===== config.mk =====
export PLATFORM = sky130hd
export DESIGN_NAME = offset_trim_loop
export DESIGN_NICKNAME = d
export VERILOG_FILES = /design/src/rtl/offset_trim_pkg.sv /design/src/rtl/offset_trim_ctrl.sv /design/src/rtl/offset_trim_datapath.sv /design/src/rtl/offset_trim_loop.sv
export SDC_FILE = /design/constraint.sdc
export NUM_CORES = 1
export LEC_CHECK = 0
export BUFFER_PORTS_ARGS = -buffer_cell sky130_fd_sc_hd__buf_2
export CORE_MARGIN = 5
export CORE_UTILIZATION = 40
export DETAILED_ROUTE_END_ITERATION = 8
export PLACE_DENSITY = 0.52
export SETUP_SLACK_MARGIN = 0.4
export SYNTH_ARGS = -nofsm -noshare
export SYNTH_HDL_FRONTEND = slang
export SYNTH_HIERARCHICAL = 1
export SYNTH_SLANG_ARGS = --single-unit

===== constraint.sdc =====
create_clock -name clk -period 17.1 [get_ports clk]
set_clock_uncertainty 0.15 [all_clocks]
set_input_delay 3.42 -clock clk [delete_from_list [all_inputs] [get_ports clk]]
set_output_delay 3.42 -clock clk [all_outputs]
set_load 0.02 [all_outputs]

===== src/rtl/offset_trim_pkg.sv =====
package offset_trim_pkg;

  // Strobes from the control decoder to the datapath.
  typedef struct packed {
    logic correctOn;   // subtract the correction from the sample
    logic accumulate;  // integrate the error this cycle
    logic clearAcc;    // empty the accumulator
  } trim_strobe_t;

  // Highest time-constant code that has a distinct meaning.
  localparam int TC_CODE_LAST = 11;

endpackage


===== src/rtl/offset_trim_ctrl.sv =====
module offset_trim_ctrl
  import offset_trim_pkg::*;
#(
  parameter int BASE_SHIFT = 20,
  parameter int TC_W       = 4,
  parameter int SHIFT_W    = 6
) (
  input  logic               clk,
  input  logic               rstN,
  input  logic               enable,
  input  logic               freeze,
  input  logic               bypass,
  input  logic [TC_W-1:0]    tcCode,
  output trim_strobe_t       strobes,
  output logic [SHIFT_W-1:0] shiftAmt
);

  localparam logic [TC_W-1:0] CODE_CAP = TC_W'(TC_CODE_LAST);

  logic [TC_W-1:0] effCode;
  logic            loopLive;

  // Reserved codes fold onto the slowest valid setting.
  always_comb begin
    effCode = (tcCode > CODE_CAP) ? CODE_CAP : tcCode;
  end

  always_comb begin
    loopLive           = enable & ~bypass;
    strobes.correctOn  = loopLive;
    strobes.accumulate = loopLive & ~freeze;
    strobes.clearAcc   = ~loopLive;
  end

  always_comb begin
    shiftAmt = SHIFT_W'(BASE_SHIFT) + SHIFT_W'(effCode);
  end

  // the shift never exceeds the slowest valid setting.
  assert_shift_cap_R7: assert property (@(posedge clk) disable iff (!rstN)
    shiftAmt <= SHIFT_W'(BASE_SHIFT + TC_CODE_LAST));

  // a frozen live loop never integrates.
  assert_freeze_gate_R8: assert property (@(posedge clk) disable iff (!rstN)
    (freeze && strobes.correctOn) |-> !strobes.accumulate);

endmodule


===== src/rtl/offset_trim_datapath.sv =====
module offset_trim_datapath
  import offset_trim_pkg::*;
#(
  parameter int SAMPLE_W = 12,
  parameter int PED_W    = 4,
  parameter int SHIFT_W  = 6,
  parameter int ACC_W    = 45
) (
  input  logic                clk,
  input  logic                rstN,
  input  trim_strobe_t        strobes,
  input  logic [SHIFT_W-1:0]  shiftAmt,
  input  logic [SAMPLE_W-1:0] sampleIn,
  input  logic [PED_W-1:0]    pedestal,
  output logic [SAMPLE_W-1:0] sampleOut
);

  localparam int CORR_W  = SAMPLE_W + 2;
  localparam int DIFF_W  = CORR_W + 1;
  localparam int ERR_W   = SAMPLE_W + 2;
  localparam int FULL    = (1 << SAMPLE_W) - 1;
  localparam int MID     = 1 << (SAMPLE_W - 1);
  localparam int CORR_LIM = 1 << SAMPLE_W;

  localparam logic signed [ACC_W-1:0]  CORR_HI = ACC_W'(CORR_LIM);
  localparam logic signed [ACC_W-1:0]  CORR_LO = -CORR_HI;
  localparam logic signed [ACC_W-1:0]  ACC_MAX = {1'b0, {(ACC_W-1){1'b1}}};
  localparam logic signed [ACC_W-1:0]  ACC_MIN = {1'b1, {(ACC_W-1){1'b0}}};
  localparam logic signed [DIFF_W-1:0] DIFF_FULL = DIFF_W'(FULL);
  localparam logic signed [ERR_W-1:0]  MID_CODE  = ERR_W'(MID);

  logic signed [ACC_W-1:0]  acc;
  logic signed [ACC_W-1:0]  accShifted;
  logic signed [CORR_W-1:0] corr;
  logic signed [DIFF_W-1:0] diff;
  logic [SAMPLE_W-1:0]      corrected;
  logic signed [ERR_W-1:0]  target;
  logic signed [ERR_W-1:0]  err;
  logic signed [ACC_W:0]    accSum;
  logic signed [ACC_W-1:0]  accNext;
  logic [SAMPLE_W-1:0]      outNext;

  // Correction: accumulator scaled by the time constant, kept in range.
  always_comb begin
    accShifted = acc >>> shiftAmt;
    if (accShifted > CORR_HI)      corr = CORR_W'(CORR_LIM);
    else if (accShifted < CORR_LO) corr = -CORR_W'(CORR_LIM);
    else                           corr = accShifted[CORR_W-1:0];
  end

  // Subtract and clamp to the sample range.
  always_comb begin
    diff = signed'({{(DIFF_W-SAMPLE_W){1'b0}}, sampleIn}) - {corr[CORR_W-1], corr};
    if (diff < 0)              corrected = '0;
    else if (diff > DIFF_FULL) corrected = SAMPLE_W'(FULL);
    else                       corrected = diff[SAMPLE_W-1:0];
  end

  // Error against mid-code plus the signed pedestal.
  always_comb begin
    target = MID_CODE + {{(ERR_W-PED_W){pedestal[PED_W-1]}}, pedestal};
    err    = signed'({{(ERR_W-SAMPLE_W){1'b0}}, corrected}) - target;
  end

  // Integrate with saturation so the accumulator cannot wrap.
  always_comb begin
    accSum = {acc[ACC_W-1], acc} + {{(ACC_W+1-ERR_W){err[ERR_W-1]}}, err};
    if (accSum[ACC_W] != accSum[ACC_W-1])
      accNext = accSum[ACC_W] ? ACC_MIN : ACC_MAX;
    else
      accNext = accSum[ACC_W-1:0];
  end

  always_comb begin
    outNext = strobes.correctOn ? corrected : sampleIn;
  end

  always_ff @(posedge clk or negedge rstN) begin
    if (!rstN) begin
      acc       <= '0;
      sampleOut <= '0;
    end else begin
      sampleOut <= outNext;
      if (strobes.clearAcc)        acc <= '0;
      else if (strobes.accumulate) acc <= accNext;
    end
  end

  // an inactive loop leaves the accumulator empty.
  assert_clear_when_off_R2: assert property (@(posedge clk) disable iff (!rstN)
    strobes.clearAcc |=> (acc == '0));

  // an inactive loop passes samples through with one cycle of delay.
  assert_pass_through_R2: assert property (@(posedge clk) disable iff (!rstN)
    !strobes.correctOn |=> (sampleOut == $past(sampleIn)));

  // the estimate holds while frozen.
  assert_hold_frozen_R8: assert property (@(posedge clk) disable iff (!rstN)
    (strobes.correctOn && !strobes.accumulate) |=> (acc == $past(acc)));

  // the first sample after a restart carries no correction.
  assert_restart_zero_R10: assert property (@(posedge clk) disable iff (!rstN)
    (strobes.correctOn && acc == '0) |=> (sampleOut == $past(sampleIn)));

endmodule


===== src/rtl/offset_trim_loop.sv =====
module offset_trim_loop
  import offset_trim_pkg::*;
#(
  parameter int SAMPLE_W   = 12,
  parameter int PED_W      = 4,
  parameter int TC_W       = 4,
  parameter int BASE_SHIFT = 20
) (
  input  logic                clk,
  input  logic                rstN,
  input  logic                enable,
  input  logic                freeze,
  input  logic                bypass,
  input  logic [TC_W-1:0]     tcCode,
  input  logic [PED_W-1:0]    pedestal,
  input  logic [SAMPLE_W-1:0] sampleIn,
  output logic [SAMPLE_W-1:0] sampleOut
);

  localparam int MAX_SHIFT = BASE_SHIFT + TC_CODE_LAST;
  localparam int SHIFT_W   = $clog2(MAX_SHIFT + 1);
  localparam int ACC_W     = MAX_SHIFT + SAMPLE_W + 2;

  trim_strobe_t       strobes;
  logic [SHIFT_W-1:0] shiftAmt;

  offset_trim_ctrl #(
    .BASE_SHIFT (BASE_SHIFT),
    .TC_W       (TC_W),
    .SHIFT_W    (SHIFT_W)
  ) u_ctrl (
    .clk      (clk),
    .rstN     (rstN),
    .enable   (enable),
    .freeze   (freeze),
    .bypass   (bypass),
    .tcCode   (tcCode),
    .strobes  (strobes),
    .shiftAmt (shiftAmt)
  );

  offset_trim_datapath #(
    .SAMPLE_W (SAMPLE_W),
    .PED_W    (PED_W),
    .SHIFT_W  (SHIFT_W),
    .ACC_W    (ACC_W)
  ) u_datapath (
    .clk       (clk),
    .rstN      (rstN),
    .strobes   (strobes),
    .shiftAmt  (shiftAmt),
    .sampleIn  (sampleIn),
    .pedestal  (pedestal),
    .sampleOut (sampleOut)
  );

endmodule


==> results by stage, run 1 <==
Status:
- The run finished with clean final reports.

Drt:
- The average via count per standard cell is approximately 6.0.
- The first-iteration detailed-routing DRC count is 887.
- The routed wirelength normalized by instance count is a little under 20 um.
- Summing over every cut layer, the via total after detailed routing is 9126.
- The remaining routing DRC violations is 0.
- The remaining antenna violation count is 0.
- The total routed wirelength is a little under 30 mm.
- The first-pass detailed-route iteration total is 6.

Clock tree:
- Buffers inserted to repair hold after CTS numbered 0.
- The number of CTS-inserted buffers is 9.
- The number of buffers inserted to repair setup after CTS is 0.
- For the worst-skew pair, the clock arrives at the later sink with an insertion delay of 0.33 ns.
- After clock tree synthesis, the clock-pin slew on the worst setup and hold paths is 0.05 ns.
- In this run the deepest clock path goes through 2 buffers.
- TritonCTS built the clock tree.
- The number of clock sinks is 57.
- The number of H-tree branching levels is 3.
- The clock root buffer is sky130_fd_sc_hd__clkbuf_16.
- The count of instances resized after the clock tree is built is 0.

Synth:
- The number of enable-type register cells in the synthesized netlist is 0.
- The sequential fraction of the synthesis area is between 10% and 20%.
- The synthesized design spends more area on one cell type than any other, namely sky130_fd_sc_hd__dfrtp_1.
- The netlist uses slightly above 80 different library cells.
- Synthesis produced 1206 cells.
- The Yosys step of the flow raised 6 warnings.
- In the post-synthesis netlist, the biggest area contributors are sky130_fd_sc_hd__dfrtp_1, sky130_fd_sc_hd__mux4_2, sky130_fd_sc_hd__ha_1, sky130_fd_sc_hd__nand2_1, sky130_fd_sc_hd__o21ai_0.
- In this run the biggest area consumer among cell types represents ~15% of the synthesized area.
- The average cell area after synthesis is roughly 8.0 sq um.
- The synthesized design contains 57 register bits.
- For this run, asynchronously set or reset flops after synthesis account for 100%.
- The total standard cell area after synthesis is 0.00963 sq mm.
- The total nets after synthesis is 1317.
- In the synthesized netlist the dominant register cell turns out to be sky130_fd_sc_hd__dfrtp_1.

Pwr:
- The ratio of total power to cell area is between 100 and 150 mW/mm^2.
- The leakage dissipation is 0.00451 uW.
- The worst-case IR drop observed on VDD is a little over 80 uV.

STA:
- The final sum of negative setup slack is 0 ns.
- At the pin with the least slew margin, the transition time is 1.03 ns.
- The number of hold violations in the final report was 0.
- Once routing completed, OpenROAD measured the worst setup slack at between 1.5 and 2 ns.
- The max-slew violation count was 0.
- The clock period minus final worst setup slack is around 16 ns.
- Dividing the final minimum period by the clock period gives approximately 91%.
- Setup repair after global routing left no endpoint under its margin.
- Setup violations remaining at the end of the flow were counted as 0.
- The worst pin sits at a relative slew slack of about 31%.
- Hold timing on the final database bottoms out at a slack of approximately 0.41 ns.
- The fmax is around 0.064 GHz.

Global routing:
- The global-route usage over all layers is a little over a fifth.
- The wire length of the first global-routing pass is around 48 mm.
- The via count of the first global-routing pass is around 8.6k.
- Entering global routing, the biggest net connects between 70 and 80 pins.
- The initial antenna violation count is 0.
- The final global-route overflow total is 0.

Hold path:
- The min-delay analysis places its worst path in the category reg -> reg.

Final layout:
- The antenna diode instance count is 0.
- Cells with a size suffix above 1 make up 14.9% of the layout.
- The most common library cell in the layout ignoring fill and taps is sky130_fd_sc_hd__nand2_1.
- Excluding fillers, the count of instances in the completed layout stands at around 1.5k.
- The area growth from synthesis to layout is 6.43%.
- The layout has approximately 2.4k filler cells.
- The number of nets in the layout is roughly 1.3k.
- Leaving out fill and tap cells, the most frequent cells in the layout are sky130_fd_sc_hd__nand2_1, sky130_fd_sc_hd__o21ai_0, sky130_fd_sc_hd__a21oi_1, sky130_fd_sc_hd__ha_1, sky130_fd_sc_hd__nor2_1.
- The finished cells cover 0.0102 sq mm.

Placed design:
- The quantity of I/O buffers inserted on ports is 36.
- The worst slack at placement is ~1.3 ns.
- The half-perimeter wire length after placement is between 20 and 25 mm.
- The routability congestion estimate from global placement is between 0.9 and 1.
- After detailed placement, the total cell area comes to approximately 0.0099 sq mm.
- The post-placement cell count is 1496.

Setup path:
- At the worst endpoint, the arrival time is ~16 ns.
- STA classifies the critical path endpoint as a flop.
- The largest incremental delay on the critical path is a little under 0.8 ns.
- Of all nets on the critical path, the largest fanout is 76.
- The worst setup path is launched from a primary input.
- Data on the critical path is required at its endpoint by around 17 ns.
- The worst setup path is of the in -> reg kind.
- The most numerous cell type found on the critical path is sky130_fd_sc_hd__ha_1.
- The critical-path cell with the highest stage delay is sky130_fd_sc_hd__a21o_4.

Floorplanning:
- The initial standard-cell utilization of the core is between 40 and 50%.
- The placeable core region is ~0.024 sq mm.
- The number of placement rows is 56.
- The total die area is 0.0273 sq mm.
- Pin placement for this block handled 37 I/O pins.
- The horizontal die dimension is 165 um.
- The vertical die dimension is between 150 and 200 um.

Run:
- The max capacitance violation total is 0.
==> worst paths after layout <==
| check | startpoint | slack [ns] | to | depth (start not counted) |
|---|---|---|---|---|
| setup / recovery | tcCode[2] | 1.58 | u_datapath/acc[24]$_DFFE_PN0P_ | 50 |
| hold / removal | u_datapath/acc[0]$_DFFE_PN0P_ | 0.41 | u_datapath/acc[0]$_DFFE_PN0P_ | 2 |
| setup reg to reg | u_datapath/acc[44]$_DFFE_PN0P_ | 5.02 | u_datapath/acc[24]$_DFFE_PN0P_ | 48 |
| hold reg to reg | u_datapath/acc[0]$_DFFE_PN0P_ | 0.41 | u_datapath/acc[0]$_DFFE_PN0P_ | 2 |
| max in group asynchronous | rstN | 13.20 | u_datapath/acc[37]$_DFFE_PN0P_ | 2 |
| min in group asynchronous | rstN | 3.08 | u_datapath/sampleOut[6]$_DFF_PN0_ | 2 |
==> layer usage <==
metal / track usage (%) / part of all wire (%) / wire (um)
met1: 33.9 / 50 / 14700
met2: 32.1 / 44 / 12800
met3: 1.74 / 4.4 / 1300
met4: 6.20 / 2.1 / 615
met5: 0 / 0 / 0
==> Yosys cell counts (4+ instances only) <==
cell type and count:
sky130_fd_sc_hd__nand2_1 149, sky130_fd_sc_hd__o21ai_0 110, sky130_fd_sc_hd__a21oi_1 83, sky130_fd_sc_hd__ha_1 82, sky130_fd_sc_hd__nor2_1 79, sky130_fd_sc_hd__nor3_1 59, sky130_fd_sc_hd__dfrtp_1 57, sky130_fd_sc_hd__clkbuf_1 50
sky130_fd_sc_hd__mux4_2 46, sky130_fd_sc_hd__mux2i_1 45, sky130_fd_sc_hd__inv_1 41, sky130_fd_sc_hd__xnor2_1 37, sky130_fd_sc_hd__mux2_2 33, sky130_fd_sc_hd__a21o_1 25, sky130_fd_sc_hd__nand2b_1 19, sky130_fd_sc_hd__xor2_1 17
sky130_fd_sc_hd__nand3_1 15, sky130_fd_sc_hd__a211oi_1 13, sky130_fd_sc_hd__buf_4 13, sky130_fd_sc_hd__o21a_1 13, sky130_fd_sc_hd__a31oi_1 12, sky130_fd_sc_hd__nor2b_1 12, sky130_fd_sc_hd__nand4_1 11, sky130_fd_sc_hd__o211ai_1 11
sky130_fd_sc_hd__a21oi_2 10, sky130_fd_sc_hd__and3_1 9, sky130_fd_sc_hd__buf_2 8, sky130_fd_sc_hd__a21boi_0 7, sky130_fd_sc_hd__and2_1 7, sky130_fd_sc_hd__o21bai_1 7, sky130_fd_sc_hd__or3_1 7, sky130_fd_sc_hd__o2111ai_1 6
sky130_fd_sc_hd__a2111oi_0 5, sky130_fd_sc_hd__nor3b_1 5, sky130_fd_sc_hd__o221ai_1 5, sky130_fd_sc_hd__a211o_1 4, sky130_fd_sc_hd__a32oi_1 4, sky130_fd_sc_hd__buf_1 4, sky130_fd_sc_hd__fa_1 4, sky130_fd_sc_hd__o21ai_1 4
==> sequential cells by signal, indices dropped and copies added, names as in the netlist <==
register and count:
u_datapath/acc 45, u_datapath/sampleOut 12
==> cell type report <==
class	count	area, sq um	share of cell area, %
multi-input cells	1026	7680	74.9
flip-flops and latches	57	1430	13.9
well taps	319	399	3.90
repair buffers	49	278	2.71
clock buffers	11	243	2.37
inverters	45	169	1.65
clock inverters	5	55.1	0.537
==> power breakdown <==
part	leakage [uW]	internal, uW	switching (uW)
Clock	0.000142	116	63.7
Combinational	0.00360	283	452
Sequential	0.000771	147	25.1
==> cells by family (layout without fill, tap and decap cells) <==
family / after synthesis / in the layout / share of synthesized area, %
other cells: 1 / 1 / 0.0390
flops: 57 / 57 / 14.8
fa+ha+maj: 86 / 86 / 11.5
xor+xnor: 54 / 54 / 4.91
buf+inv: 123 / 110 / 5.64
mux: 126 / 126 / 19.6
simple gates: 398 / 398 / 19.6
compound gates: 361 / 361 / 23.9
==> worst max-delay path: cells and delay by family <==
family / cells / cell delay (ns)
multiplexers: 2 / 0.98
AND/OR/NAND/NOR: 14 / 3.16
buffers and inverters: 6 / 1.14
AO/OA/AOI/OAI: 22 / 4.93
adder cells (fa/ha/maj): 6 / 1.87
==> through the flow <==
step / utilization [%] / total power, uW
finish: 43.4 / 1090
global route: 43.4 / 1170
CTS: 43.4 / 1080
detailed placement: 42.1 / 895
global placement: 42.1 / 897
floorplan: - / 720
No activity file was read; power rests on OpenSTA's default activity.
==> run 2, diff against run 1 <==
--- a/config.mk
+++ b/config.mk
@@ -11,7 +11,9 @@
 export DETAILED_ROUTE_END_ITERATION = 8
 export PLACE_DENSITY = 0.52
 export SETUP_SLACK_MARGIN = 0.4
+export SLEW_MARGIN = 20
 export SYNTH_ARGS = -nofsm -noshare
 export SYNTH_HDL_FRONTEND = slang
 export SYNTH_HIERARCHICAL = 1
 export SYNTH_SLANG_ARGS = --single-unit
+export TNS_END_PERCENT = 100
==> constraint.sdc (replaced) <==
create_clock -name clk -period 18.4 [get_ports clk]
set_clock_uncertainty 0.15 [all_clocks]
set_input_delay 3.68 -clock clk [delete_from_list [all_inputs] [get_ports clk]]
set_output_delay 3.68 -clock clk [all_outputs]
set_load 0.02 [all_outputs]
==> run 2 against run 1 <==
Effect of this change:
- routed wire length fell by 0.23%
- critical endpoint unchanged
- global-route usage fell by 0.24 points
- worst setup slack improved by 0.76 ns
- largest power group unchanged
- highest routed layer unchanged
==> results by stage, run 2 (same netlist as run 1, synthesis figures left out) <==
Global routing:
- The initial antenna violation count was 0 (unchanged).
- The via count of the first global-routing pass came to 8485 (-1.6%).
- The global-route usage over all layers is 21.5% (-0.24 points).
- The maximum number of pins on one net before global-route repair is 77 (unchanged).
- The final global-route overflow total is 0 (unchanged).
- The wire length of the first global-routing pass is 47.2 mm (-0.91%).

Drt:
- The remaining routing DRC violations came to 0 (unchanged).
- The number of vias in the routed layout is 9150 (+0.26%).
- The total routed wirelength is 29.3 mm (-0.23%).
- The average via count per standard cell is 6.06 (+0.40%).
- The first-pass detailed-route iteration total came to 5 (-1).
- The first-iteration detailed-routing DRC count is 773 (-13%).
- The routed wirelength normalized by instance count is 19.4 um (about the same).
- The remaining antenna violation count is 0 (unchanged).

STA:
- The max-slew violation count was 0 (unchanged).
- The number of endpoints failing setup at the final stage is 0 (unchanged).
- The final critical path takes up approximately 87% of the cycle.
- The clock period minus final worst setup slack is about 16 ns.
- The final sum of negative setup slack came to 0 ns (unchanged).
- The worst relative slew slack was 30.4% (-0.78 points).
- Setup repair after global routing left no endpoint under its margin.
- Derived from the worst setup path, the maximum achievable clock frequency is just over 0.06 GHz.
- The number of hold violations in the final report was 0 (unchanged).
- The transition time of the tightest slew-check pin is 1.04 ns (+0.0117 ns).

Final layout:
- The number of flip-flops under the largest register name came to 45 (unchanged).
- More flip-flops sit in one register than any other, and that register is u_datapath/acc.
- The area growth from synthesis to layout is 6.33% (about the same).
- The most common library cell in the layout ignoring fill and taps is sky130_fd_sc_hd__nand2_1.
- Leaving out fill and tap cells, the most frequent cells in the layout are sky130_fd_sc_hd__nand2_1, sky130_fd_sc_hd__o21ai_0, sky130_fd_sc_hd__a21oi_1, sky130_fd_sc_hd__ha_1, sky130_fd_sc_hd__nor2_1.
- The antenna diode instance count was 0 (unchanged).
- The fill cell total of the finished layout came to 2432 (+2.1%).
- The number of nets in the layout was 1297 (-0.15%).
- The largest registers in the layout are u_datapath/acc (45), u_datapath/sampleOut (12).
- The fraction of layout cells with a size suffix above 1 is 14.9% (+0.025 points).

Pwr:
- The proportion of power drawn by the clock network came to 15.6% (-0.9 points).
- The leakage dissipation is 0.00450 uW (-0.21%).
- The total power is 1000 uW (-7.6%).
- The switching power as a share of total power is 49.8% (about the same).
- The sequential cell fraction of total power is 15.9% (about the same).
- The ratio of total power to cell area is 98.1 mW/mm^2 (-7.5%).
- The combinational fraction of design power was 68.5% (+0.9 points).
- The peak ir drop on the vdd network is 76.3 uV (-6.0%).
- The internal power was 504 uW (-7.6%).
- The net switching power figure is 500 uW (-7.6%).

Setup path:
- The worst setup path is captured at a flop.
- The data required time at the worst endpoint is 18.43 ns (+1.23 ns).
- The capture instance of the worst register-to-register path is u_datapath/acc[24]$_DFFE_PN0P_.
- STA classifies the critical path startpoint as a primary input.
- The number of cell instances on the worst register-to-register path is 48 (unchanged).
- The most repeated library cell on the critical path is sky130_fd_sc_hd__ha_1.
- The largest incremental delay on the critical path is 0.79 ns (about the same).
- The setup slack of the most critical reg-to-reg path is 6.04 ns (+1.02 ns).
- The startpoint identified for the worst register-to-register timing path is u_datapath/acc[38]$_DFFE_PN0P_.
- The slowest stage of the critical path belongs to the cell sky130_fd_sc_hd__a21o_4.
- The worst path arrival time is 16.08 ns (+0.47 ns).
- The worst setup path is of the in -> reg kind.
- The maximum fanout along the worst path is 76 (unchanged).

Clock tree:
- The count of instances resized after the clock tree is built is 0 (unchanged).
- The maximum number of buffers from clock root to sink is 2 (unchanged).
- The quantity of hold-fixing buffers added after cts is 0 (unchanged).
- The number of H-tree branching levels is 3 (unchanged).
- The number of clock sinks is 57 (unchanged).
- The clock root buffer is sky130_fd_sc_hd__clkbuf_16.
- The number of buffers inserted to repair setup after CTS is 0 (unchanged).
- The clock-pin slew reported for the worst setup and hold paths after clock tree synthesis is 0.05 ns (about the same).
- TritonCTS built the clock tree.
- The clock latency reported for the late side of the worst-skew pair is 0.33 ns (about the same).
- The number of CTS-inserted buffers is 9 (unchanged).

Hold path:
- The worst hold-check path type is reg -> reg.
- The startpoint identified for the worst hold timing path is u_datapath/acc[0]$_DFFE_PN0P_.
- For hold timing, the worst endpoint is u_datapath/acc[0]$_DFFE_PN0P_.
- The cell depth of the worst hold path was 2 (unchanged).

Status:
- The run finished with clean final reports.

Run:
- The max capacitance violation total was 0 (unchanged).

Floorplanning:
- The number of ports placed on the die boundary is 37 (unchanged).
- The placeable core region is 0.0236 sq mm (unchanged).
- The horizontal die dimension was 165 um (unchanged).
- The number of placement rows came to 56 (unchanged).
- The total die area came to 0.0273 sq mm (unchanged).
- The vertical die dimension is 165 um (unchanged).
- The initial standard-cell utilization of the core is 40.8% (unchanged).

Placed design:
- The routability congestion estimate from global placement is 0.940 (-2.3%).
- The half-perimeter wire length after placement is 22.7 mm (+0.15%).
- The quantity of I/O buffers inserted on ports is 36 (unchanged).
-- run 2: power by group through the flow --
stage / sequential (uW) / combinational [uW] / clock, uW
6_report: 159 / 688 / 157
2_1_floorplan: 153 / 516 / 0
3_3_place_gp: 161 / 681 / 0
4_1_cts: 159 / 681 / 161
3_5_place_dp: 161 / 679 / 0
5_1_grt: 162 / 763 / 164
-- run 2: worst max path at each step --
| stage | cells past startpoint | slack (ns) | from | endpoint |
|---|---|---|---|---|
| CTS | 50 | 2.47 | tcCode[2] | u_datapath/acc[24]$_DFFE_PN0P_ |
| global placement | 50 | 1.99 | tcCode[2] | u_datapath/acc[24]$_DFFE_PN0P_ |
| detailed placement | 50 | 2.16 | tcCode[2] | u_datapath/acc[24]$_DFFE_PN0P_ |
| finish | 50 | 2.35 | tcCode[2] | u_datapath/acc[24]$_DFFE_PN0P_ |
| floorplan | 49 | 2.67 | tcCode[3] | u_datapath/acc[24]$_DFFE_PN0P_ |
| global route | 51 | 1.36 | tcCode[2] | u_datapath/acc[11]$_DFFE_PN0P_ |
-- run 2: critical path: cells and delay by family --
kind	cells	cell delay [ns]
adders and majority gates	6	1.89
AOI/OAI and AO/OA	22	5.66
buffers and inverters	5	0.74
and+or+nand+nor	16	3.57
muxes	1	0.46
-- run 2: cell type report --
type	instances	area [sq um]	area share (%)
clock buffer	11	253	2.47
clock inverter	5	30.0	0.293
inverter	45	169	1.65
multi-input combinational	1026	7680	75.1
sequential	57	1430	13.9
tap	319	399	3.90
timing repair buffer	47	275	2.69
-- run 2: layer usage --
metal / share of wire, % / track usage [%] / up-vias
li1: - / - / 4478
met2: 43 / 32.3 / 266
met3: 4.0 / 1.59 / 40
met1: 51 / 33.4 / 4366
met5: 0 / 0 / -
met4: 1.9 / 5.29 / 0
-- run 2: stage by stage --
step                      worst slack, ns  instances  area, sq um  hold slack [ns]  util [%]
final                                2.35       1510        10200            0.385      43.3
after global routing                 1.36       1510        10200            0.407      43.3
after CTS                            2.47       1510        10200            0.388      43.3
after detailed placement             2.16       1494         9950            0.376      42.2
after global placement               1.99       1494         9950            0.383      42.1
after floorplan                      2.67       1206         9630            0.323         -
==> run 3, diff against run 2 <==
--- a/config.mk
+++ b/config.mk
@@ -5,7 +5,9 @@
 export SDC_FILE = /design/constraint.sdc
 export NUM_CORES = 1
 export LEC_CHECK = 0
+export ABC_AREA = 1
 export BUFFER_PORTS_ARGS = -buffer_cell sky130_fd_sc_hd__buf_2
+export CAP_MARGIN = 20
 export CORE_MARGIN = 5
 export CORE_UTILIZATION = 40
 export DETAILED_ROUTE_END_ITERATION = 8
==> run 3 against run 2 <==
Effect of this change:
- first-iteration DRC count up 21%
- global-route usage up 2.1 points
- sequential power up 23%
- critical endpoint is now u_datapath/acc[21]$_DFFE_PN0P_
- maximum frequency up 11%
- critical path depth up 16
- hold slack better by 0.0026 ns
- power up 58%
==> results by stage, run 3 <==
STA:
- The fmax came to 0.0694 GHz (+11%).
- The clock period minus final worst setup slack is 14.41 ns (-1.64 ns).
- The final sum of negative setup slack came to 0 ns (unchanged).
- Setup repair after global routing left no endpoint under its margin.
- The worst relative slew slack was 43.4% (+13 points).
- The transition time of the tightest slew-check pin is 0.848 ns (-0.196 ns).
- The final worst-path cycle share is 78.3% (-8.9 points).
- The slack of the critical path is 3.99 ns (+1.64 ns).
- The number of hold violations in the final report is 0 (unchanged).
- The number of endpoints failing setup at the final stage came to 0 (unchanged).
- The max-slew violation count is 0 (unchanged).

Final layout:
- The fraction of layout cells with a size suffix above 1 is 5.09% (-9.9 points).
- The number of flip-flops under the largest register name is 45 (unchanged).
- The area growth from synthesis to layout is 6.39% (about the same).
- The number of nets in the layout is 1736 (+34%).
- The most common library cell in the layout ignoring fill and taps is sky130_fd_sc_hd__nand2_1.
- The antenna diode instance count is 0 (unchanged).
- The top cell types in the final layout, fill and taps aside, are sky130_fd_sc_hd__nand2_1, sky130_fd_sc_hd__nand3_1, sky130_fd_sc_hd__inv_1, sky130_fd_sc_hd__nor2_1, sky130_fd_sc_hd__o21ai_0.
- The final standard cell utilization of the core is 43.3% (-0.056 points).
- The register containing the most flip-flops in the final layout is u_datapath/acc.
- The largest registers in the layout are u_datapath/acc (45), u_datapath/sampleOut (12).

Placed design:
- The routability congestion estimate from global placement is 0.910 (-3.2%).
- The half-perimeter wire length after placement is 25.4 mm (+12%).
- The worst slack at placement is 3.69 ns (+1.53 ns).
- The quantity of I/O buffers inserted on ports is 36 (unchanged).

Clock tree:
- The number of CTS-inserted buffers is 9 (unchanged).
- The clock latency reported for the late side of the worst-skew pair is 0.35 ns (+0.02 ns).
- The cell sitting at the root of the clock tree is a sky130_fd_sc_hd__clkbuf_16.
- The number of H-tree branching levels came to 3 (unchanged).
- TritonCTS built the clock tree.
- The number of buffers inserted to repair setup after CTS came to 0 (unchanged).
- The quantity of hold-fixing buffers added after cts came to 0 (unchanged).
- The clock-pin slew reported for the worst setup and hold paths after clock tree synthesis is 0.06 ns (about the same).
- The count of instances resized after the clock tree is built was 0 (unchanged).
- The maximum number of buffers from clock root to sink was 2 (unchanged).
- The number of clock sinks is 57 (unchanged).

Synth:
- The sequential fraction of the synthesis area was 14.9% (+0.12 points).
- Counting instances in the post-synthesis netlist gives the leading cell types as sky130_fd_sc_hd__nand2_1, sky130_fd_sc_hd__nand3_1, sky130_fd_sc_hd__inv_1, sky130_fd_sc_hd__nor2_1, sky130_fd_sc_hd__o21ai_0.
- The synthesized flop and latch total was 57 (unchanged).
- The number of standard cells after synthesis is 1636 (+36%).
- Among all cell types in the netlist, the one instantiated most often is sky130_fd_sc_hd__nand2_1.
- The total standard cell area after synthesis is 0.00955 sq mm (-0.78%).
- The unique cell type count in the Yosys netlist is 50 (-40%).
- The share of Yosys cell area claimed by the top area cell type is 21.1% (+6.3 points).
- The total nets after synthesis is 1747 (+33%).
- The synthesized design spends more area on one cell type than any other, namely sky130_fd_sc_hd__nand2_1.
- The proportion of synthesized flip-flops having asynchronous set or reset came to 100% (unchanged).
- The total number of yosys warnings is 6 (unchanged).
- The average cell area after synthesis is 5.84 sq um (-27%).
- In the post-synthesis netlist, the biggest area contributors are sky130_fd_sc_hd__nand2_1, sky130_fd_sc_hd__dfrtp_1, sky130_fd_sc_hd__nand3_1, sky130_fd_sc_hd__ha_1, sky130_fd_sc_hd__inv_1.
- The number of enable-type register cells in the synthesized netlist came to 0 (unchanged).
- The commonest register cell after synthesis is sky130_fd_sc_hd__dfrtp_1.

Setup path:
- The setup slack of the most critical reg-to-reg path is 7.82 ns (+1.78 ns).
- The worst setup path is launched from a primary input.
- The data required time at the worst endpoint was 18.47 ns (+0.04 ns).
- The worst setup path is captured at a flop.
- The largest incremental delay on the critical path is 0.54 ns (-0.25 ns).
- The cell family contributing the most delay on the critical path is simple AND/OR/NAND/NOR gates.
- The worst path arrival time is 14.49 ns (-1.59 ns).
- The most repeated library cell on the critical path is sky130_fd_sc_hd__nand2_1.
- The buffers plus inverters on the worst setup path was 9 (+4).
- The slowest stage of the critical path belongs to the cell sky130_fd_sc_hd__inv_2.
- The maximum fanout along the worst path was 49 (-36%).
- The critical setup path kind is in -> reg.

Drt:
- The total routed wirelength is 31.9 mm (+8.9%).
- The remaining routing DRC violations is 0 (unchanged).
- The first-pass detailed-route iteration total is 5 (unchanged).
- The average via count per standard cell was 5.43 (-10%).
- The first-iteration detailed-routing DRC count came to 936 (+21%).
- The routed wirelength normalized by instance count came to 16.4 um (-16%).
- The number of vias in the routed layout is 10.6k (+16%).
- The remaining antenna violation count is 0 (unchanged).

Pwr:
- The ratio of total power to cell area came to 156 mW/mm^2 (+59%).
- The leakage dissipation came to 0.00562 uW (+25%).
- The peak ir drop on the vdd network was 94.3 uV (+24%).

Floorplanning:
- The placeable core region is 0.0235 sq mm (-0.59%).
- The initial standard-cell utilization of the core is 40.7% (-0.076 points).
- The number of ports placed on the die boundary is 37 (unchanged).
- The horizontal die dimension was 165 um (-0.37%).
- The total die area is 0.0271 sq mm (-0.73%).
- The vertical die dimension is 165 um (-0.37%).
- The number of placement rows is 56 (unchanged).

Global routing:
- The maximum number of pins on one net before global-route repair was 58 (-25%).
- The via count of the first global-routing pass is 9838 (+16%).
- The global-route usage over all layers was 23.6% (+2.1 points).
- The initial antenna violation count came to 0 (unchanged).
- The final global-route overflow total was 0 (unchanged).
- The wire length of the first global-routing pass is 51.4 mm (+8.8%).

Run:
- The max capacitance violation total is 0 (unchanged).

Hold path:
- The tightest min-delay check is of the reg -> reg type.

Status:
- The run finished with clean final reports.
==> run 3: cell types whose count changed in the layout (fill, tap and decap cells not counted), moves of 22 or more <==
cell | before | now
sky130_fd_sc_hd__o21ai_0 | 110 | 88
sky130_fd_sc_hd__nor3_1 | 59 | 11
sky130_fd_sc_hd__mux4_2 | 46 | 0
sky130_fd_sc_hd__nand2_1 | 149 | 537
sky130_fd_sc_hd__mux2i_1 | 45 | 3
sky130_fd_sc_hd__inv_1 | 41 | 145
sky130_fd_sc_hd__mux2_2 | 33 | 0
sky130_fd_sc_hd__xor2_1 | 17 | 40
sky130_fd_sc_hd__nand3_1 | 15 | 266
==> run 3: path summary, 6_finish.rpt <==
path,end,startpoint,cells past startpoint
worst max-delay path,u_datapath/acc[21]$_DFFE_PN0P_,tcCode[2],66
worst min-delay path,u_datapath/acc[0]$_DFFE_PN0P_,u_datapath/acc[0]$_DFFE_PN0P_,2
worst max register to register,u_datapath/acc[21]$_DFFE_PN0P_,u_datapath/acc[44]$_DFFE_PN0P_,61
worst min register to register,u_datapath/acc[0]$_DFFE_PN0P_,u_datapath/acc[0]$_DFFE_PN0P_,2
max in group asynchronous,u_datapath/acc[23]$_DFFE_PN0P_,rstN,2
min in group asynchronous,u_datapath/sampleOut[5]$_DFF_PN0_,rstN,2
==> run 3: cell type report <==
cell class / count / area (sq um)
fillers: 2661 / 13300
multi-input cells: 1361 / 7190
flip-flops and latches: 57 / 1430
inverters: 149 / 559
well taps: 319 / 399
repair buffers: 47 / 283
clock buffers: 9 / 225
clock inverters: 7 / 80.1
==> run 3: report_power, final <==
group / internal [uW] / leakage (uW) / switching (uW)
clock network: 106 / 0.000142 / 72.2
logic: 389 / 0.00472 / 821
registers: 156 / 0.000750 / 39.6
total: 652 / 0.00562 / 932
==> run 3: cell families after synthesis <==
| family | count (synthesis) | synth area share, % |
|---|---|---|
| buffers and inverters | 218 | 9.82 |
| and+or+nand+nor | 957 | 42.9 |
| xor gates and xnor gates | 60 | 5.50 |
| other | 1 | 0.0393 |
| muxes | 3 | 0.314 |
| AOI/OAI and AO/OA | 254 | 14.9 |
| DFF | 57 | 14.9 |
| adders and majority gates | 86 | 11.6 |
==> run 3: routing by layer <==
metal | wire, um | vias to the layer above | global-route usage (%)
met3 | 1340 | 40 | 2.20
met1 | 15900 | 4847 | 34.4
li1 | - | 5432 | -
met2 | 14000 | 260 | 37.8
met5 | 0 | - | 0
met4 | 638 | 0 | 5.63
==> run 3: tightest hold or removal path, delay by kind of cell, from the launching register on <==
| kind | cells | cell delay, ns |
|---|---|---|
| flip-flops | 1 | 0.38 |
| AND/OR/NAND/NOR | 2 | 0.12 |
==> run 3: stage by stage <==
stage	hold slack [ns]	instances	cell area, sq um	total power (uW)
2_1_floorplan	0.327	1636	9550	1090
3_3_place_gp	0.352	1932	9830	1400
3_5_place_dp	0.373	1932	9830	1390
4_1_cts	0.390	1948	10100	1570
5_1_grt	0.420	1949	10200	1750
6_report	0.388	1949	10200	1580
